<file path="src/rtl/wdt_window.sv">
module wdt_window #(
  parameter int PRESCALE = 128
) (
  input  logic        clk,
  input  logic        rst_n,
  input  logic        bus_wr,
  input  logic        bus_rd,
  input  logic [3:0]  bus_addr,
  input  logic [31:0] bus_wdata,
  output logic [31:0] bus_rdata,
  input  logic        dbg_halt,
  input  logic        cpu_idle,
  output logic        irq,
  output logic        sys_rst_req,
  output logic        cpu_rst_req
);
  localparam int CW   = 12;
  localparam int PS_W = (PRESCALE > 1) ? $clog2(PRESCALE) : 1;
  localparam logic [PS_W-1:0] PS_LAST = PS_W'(PRESCALE - 1);
  localparam logic [29:0] CFG_RST = 30'h3FFF2FFF;
  localparam logic [7:0]  KEY     = 8'hA5;
  localparam int B_IRQ = 12, B_RST = 13, B_CPU = 14, B_DIS = 15, B_DBG = 28, B_IDLE = 29;

  logic [PS_W-1:0] ps;
  logic [29:0]     cfg;
  logic            locked;
  logic [CW-1:0]   cnt;
  logic [1:0]      flags;
  logic            fault_q;

  wire sel_ctl = bus_addr[3:2] == 2'd0;
  wire sel_cfg = bus_addr[3:2] == 2'd1;
  wire sel_sts = bus_addr[3:2] == 2'd2;

  wire [CW-1:0] reload = cfg[11:0];
  wire [CW-1:0] window = cfg[27:16];
  wire tick   = ps == PS_LAST;
  wire run    = !cfg[B_DIS] && !(cfg[B_DBG] && dbg_halt) && !(cfg[B_IDLE] && cpu_idle);
  wire kick   = bus_wr && sel_ctl && bus_wdata[31:24] == KEY && bus_wdata[0] && !cfg[B_DIS];
  wire early  = kick && (cnt > window);
  wire legal  = kick && !early;
  wire expire = tick && run && cnt == '0;
  wire rd_sts = bus_rd && sel_sts;

  always_ff @(posedge clk or negedge rst_n)
    if (!rst_n) ps <= '0;
    else        ps <= tick ? '0 : ps + 1'b1;

  always_ff @(posedge clk or negedge rst_n)
    if (!rst_n) begin
      cfg    <= CFG_RST;
      locked <= 1'b0;
    end else if (bus_wr && sel_cfg && !locked) begin
      cfg    <= bus_wdata[29:0];
      locked <= 1'b1;
    end

  always_ff @(posedge clk or negedge rst_n)
    if (!rst_n)              cnt <= '1;
    else if (legal)          cnt <= reload;
    else if (tick && run)    cnt <= (cnt == '0) ? reload : cnt - 1'b1;

  always_ff @(posedge clk or negedge rst_n)
    if (!rst_n) begin
      flags   <= '0;
      fault_q <= 1'b0;
    end else begin
      flags   <= (rd_sts ? 2'b00 : flags) | {early, expire};
      fault_q <= early || expire;
    end

  assign irq         = cfg[B_IRQ] && (flags != 2'b00);
  assign sys_rst_req = fault_q && cfg[B_RST] && !cfg[B_CPU];
  assign cpu_rst_req = fault_q && cfg[B_RST] && cfg[B_CPU];

  always_comb begin
    bus_rdata = '0;
    if (sel_cfg)      bus_rdata = {2'b00, cfg};
    else if (sel_sts) bus_rdata = {4'b0000, cnt, 14'b0, flags};
  end

  assert_step_R1: assert property (@(posedge clk) disable iff (!rst_n)
    !bus_wr |=> (cnt == $past(cnt) || cnt == $past(cnt) - 1'b1 || cnt == reload));
  assert_cfg_frozen_R2: assert property (@(posedge clk) disable iff (!rst_n)
    locked |=> $stable(cfg));
  assert_expire_at_zero_R4: assert property (@(posedge clk) disable iff (!rst_n)
    $rose(flags[0]) |-> $past(cnt) == '0);
  assert_early_from_write_R6: assert property (@(posedge clk) disable iff (!rst_n)
    $rose(flags[1]) |-> $past(bus_wr));
  assert_disabled_hold_R7: assert property (@(posedge clk) disable iff (!rst_n)
    (cfg[B_DIS] && locked && !bus_wr) |=> $stable(cnt));
  assert_read_clears_R8: assert property (@(posedge clk) disable iff (!rst_n)
    (rd_sts && !early && !expire) |=> flags == 2'b00);
  assert_one_reset_R9: assert property (@(posedge clk) disable iff (!rst_n)
    !(sys_rst_req && cpu_rst_req));
  assert_pause_R10: assert property (@(posedge clk) disable iff (!rst_n)
    (cfg[B_DBG] && dbg_halt && !bus_wr) |=> $stable(cnt));
endmodule

</file>
<file path="config.mk">
export PLATFORM = sky130hd
export DESIGN_NAME = wdt_window
export DESIGN_NICKNAME = d
export VERILOG_FILES = /design/src/rtl/wdt_window.sv
export SDC_FILE = /design/constraint.sdc
export NUM_CORES = 1
export LEC_CHECK = 0
export BUFFER_PORTS_ARGS = -buffer_cell sky130_fd_sc_hd__buf_2
export CAP_MARGIN = 20
export CORE_ASPECT_RATIO = 0.9
export CORE_UTILIZATION = 44
export CTS_CLUSTER_SIZE = 16
export DETAILED_ROUTE_END_ITERATION = 10
export PLACE_DENSITY_LB_ADDON = 0.3
export SETUP_SLACK_MARGIN = 0.4
export SLEW_MARGIN = 20
export SYNTH_ARGS = -nofsm -noshare
export SYNTH_HDL_FRONTEND = slang
export SYNTH_SLANG_ARGS = --single-unit
</file>
<file path="constraint.sdc">
create_clock -name clk -period 2.4 [get_ports clk]
set_input_delay 0.24 -clock clk [delete_from_list [all_inputs] [get_ports clk]]
set_output_delay 0.24 -clock clk [all_outputs]
set_load 0.02 [all_outputs]
</file>
==> metrics.md <==
| Metric | Value |
|---|---|
| Status | complete, no violations |
| Final WL | 7260 um |
| Endpoints failing setup | 0 |
| Number of global-route vias before repair | 2320 |
| First-pass GRT wire length | 11500 um |
| Worst-Margin Slew | 0.538 ns |
| I/O pins | 77 |
| End of the worst register-to-register path | cnt[4] |
| Hold crit path type | input port to flop |
| VDD IR max | 0.000304 V |
| DR vias | 2478 |
| Max-cap violations | 0 |
| Pwr/cell area | 623 nW/um^2 |
| CTS tree | yes |
| Total GRT Usage | 21.2% |
| Synth Register Bits | 53 |
| Grt ovf | 0 |
| Starting density of the core | 45.6% |
| Synth area leader | dfstp_2 |
| Cells after Synth | 287 |
| Tmin final | 2.17 ns |
| Worst slew margin | 64.1% |
| Asr flop ratio synth | 100% |
| Prevailing post-synth register cell | dfstp_2 |
| Critical path type | flop to flop |
| Detail Placement HPWL | 4920 um |
| Clk sink count | 53 |
| TritonCTS buffer count | 5 |
| Vias per inst | 5.29 |
| Final ANT Viol Nets | 0 |
| DR WL/cell | 15.5 um |
| Core area | 6590 um^2 |
| Area contributors post-synth | dfstp_2 34%, dfrtp_1 12%, mux2_2 7.1%, ha_1 5.8%, a22o_1 4.1% |
| Buffers on Ports | 72 |
| Die H | 80.4 um |
| Critical Path Fanout Max | 4 |
| Max frequency | 461 MHz |
| Placed Instances | 445 |
| Total Negative Setup Slacks | 0 ns |
| Insertion delay to the later sink of the worst-skew pair | 0.32 ns |
| Worst Setup End Kind | flop |
| Final Non-Filler Cells | 468 |
| Die W | 89.1 um |
| RSZ-0062 raised after global routing | true |
| H-tree lvl count | 2 |
| Crit path required time | 2.65 ns |
| Longest Clk Path Bufs | 2 |
| Initial antenna violation count | 0 |
| Final period util | 90.4% |
| Die area | 7170 um^2 |
| Lkg Pwr | 0.00182 uW |
| Worst Setup Start Kind | flop |
| DR iter-0 viols | 103 |
| Unique cell type count in the Yosys netlist | 47 |
| Worst-path clk slew | 0.11 ns |
| Nets | 433 |
| First-pass DRT Iterations | 4 |
| Worst Hold Path EP | cfg[23] |
| Hold_sp | bus_wdata[23] |
| Reg-to-reg setup timing slack | 0.23 ns |
| Gpl congestion | 0.851 |
| FF-to-FF path depth | 9 |
| Pin count of the biggest net entering global routing | 42 |
| Hold WS | 0.132 ns |
| Syn Area/Cell | 10.5 um^2 |
| Synth top area share | 34.1% |
| Post-synth EDFFs | 0 |
| Hold path depth | 3 |
| RR Startpoint | cfg[26] |
| Register area share after synthesis | 45.7% |
| Slew Viols, Final | 0 |
| Row count | 28 |
| Area growth syn-to-layout | 30.9% |
| Residual DRC count | 0 |
| Antenna diode instance count | 0 |
| Final Hold Vio Count | 0 |
| Critical Path AT | 2.42 ns |
| Syn. warnings | 0 |
| Layout cells sized above 1 | 52.6% |
| CTS root buffer | clkbuf_8 |
| Skew final | 0.0120 ns |
| Post-Syn Area | 3010 um^2 |
==> how the worst max path moves through the flow <==
stage / depth (start not counted) / slack, ns / from / endpoint
floorplan: 9 / 0.39 / cfg[17] / cnt[11]
global placement: 7 / 0.28 / ps[0] / cnt[5]
detailed placement: 7 / 0.25 / ps[0] / cnt[11]
CTS: 9 / 0.31 / cfg[26] / cnt[7]
global route: 9 / 0.18 / cfg[26] / cnt[4]
finish: 9 / 0.23 / cfg[26] / cnt[4]
==> metrics by stage <==
step                      setup slack (ns)  total power (uW)  util (%)  instance area, um^2
after CTS                            0.306              2450      58.2                 3830
after detailed placement             0.247              1680      53.6                 3530
after global placement               0.282              1660      53.6                 3530
after floorplan                      0.393              1510         -                 3050
after global routing                 0.184              2590      59.8                 3940
final                                0.230              2450      59.8                 3940
==> repair_timing <==
item	CTS	global route
hold endpoints to repair	13	0
endpoints found under the setup margin	14	14
pin swaps	9	9
setup buffers	9	5
gates resized for setup	14	13
hold buffers	1	0
==> per-layer routing <==
metal	routed length, um	share of wire (%)	GRT usage [%]
met4	88	1.2	5.56
met3	327	4.5	4.01
met5	0	0	0
met2	3440	47	32.4
met1	3410	47	30.6
==> cells by family (layout without fill, tap and decap cells) <==
kind of cell    after synthesis  in the layout  share of synthesized area [%]
fa+ha+maj                    14             14                           5.83
compound gates               61             61                           14.7
buf+inv                      29            119                           4.41
mux                          22             22                           8.12
xor+xnor                      7              7                           2.04
flops                        53             53                           45.7
simple gates                100            100                           19.1
other cells                   1              2                          0.125
==> state kept, by name, summed over array words and instances, names as in the netlist <==
name     flops
flags        2
fault_q      1
locked       1
cnt         12
ps           7
cfg         30
==> layout make-up <==
type | instances | area, um^2
multi-input combinational | 206 | 1700
fill | 600 | 2650
inverter | 15 | 56.3
sequential | 53 | 1380
tap | 90 | 113
clock buffer | 5 | 68.8
clock inverter | 3 | 68.8
timing repair buffer | 96 | 559
==> cell usage after synthesis (all sizes together) (2+ instances only) <==
master   count
a21o         5
a21oi       11
a221oi       2
a22o        14
and2        17
and3         3
buf          5
clkbuf       9
dfrtp       14
dfstp       39
ha          14
inv         15
mux2        19
mux2i        3
nand2       23
nand2b       2
nand3        4
nand4        5
nor2        15
nor2b        4
nor3         9
nor4         3
nor4bb       2
o21ai       14
o22a         3
o2bb2ai      6
or2          2
or3          4
or4          5
xor2         6
==> cell usage in the layout, fill, tap and decap left out, types with 6 or more instances in the layout <==
| cell | instances |
|---|---|
| o2bb2ai_2 | 6 |
| nor3_1 | 6 |
| buf_4 | 21 |
| a22o_1 | 14 |
| a21oi_1 | 7 |
| o21ai_0 | 14 |
| xor2_1 | 6 |
| dfrtp_1 | 14 |
| buf_2 | 72 |
| ha_4 | 6 |
| dfstp_2 | 39 |
| nor2_1 | 12 |
| nand2_1 | 23 |
| inv_1 | 12 |
| ha_1 | 8 |
| and2_1 | 17 |
| mux2_2 | 19 |
==> where the power goes <==
| group | internal [uW] | switching (uW) | total [uW] | leakage [uW] |
|---|---|---|---|---|
| combinational | 242 | 264 | 506 | 0.00117 |
| clock | 420 | 309 | 729 | 0.0000687 |
| sequential | 1110 | 106 | 1220 | 0.000579 |
==> worst max-delay path: stages (launching register included) <==
cell     delay [ns]
dfstp_2        0.56
inv_2          0.05
ha_4           0.22
a21oi_2        0.11
nand2_1        0.08
a21o_1         0.21
o41ai_4        0.44
buf_4          0.20
nor2_4         0.05
o22a_1         0.19
Power figures use the tool's default switching activity.
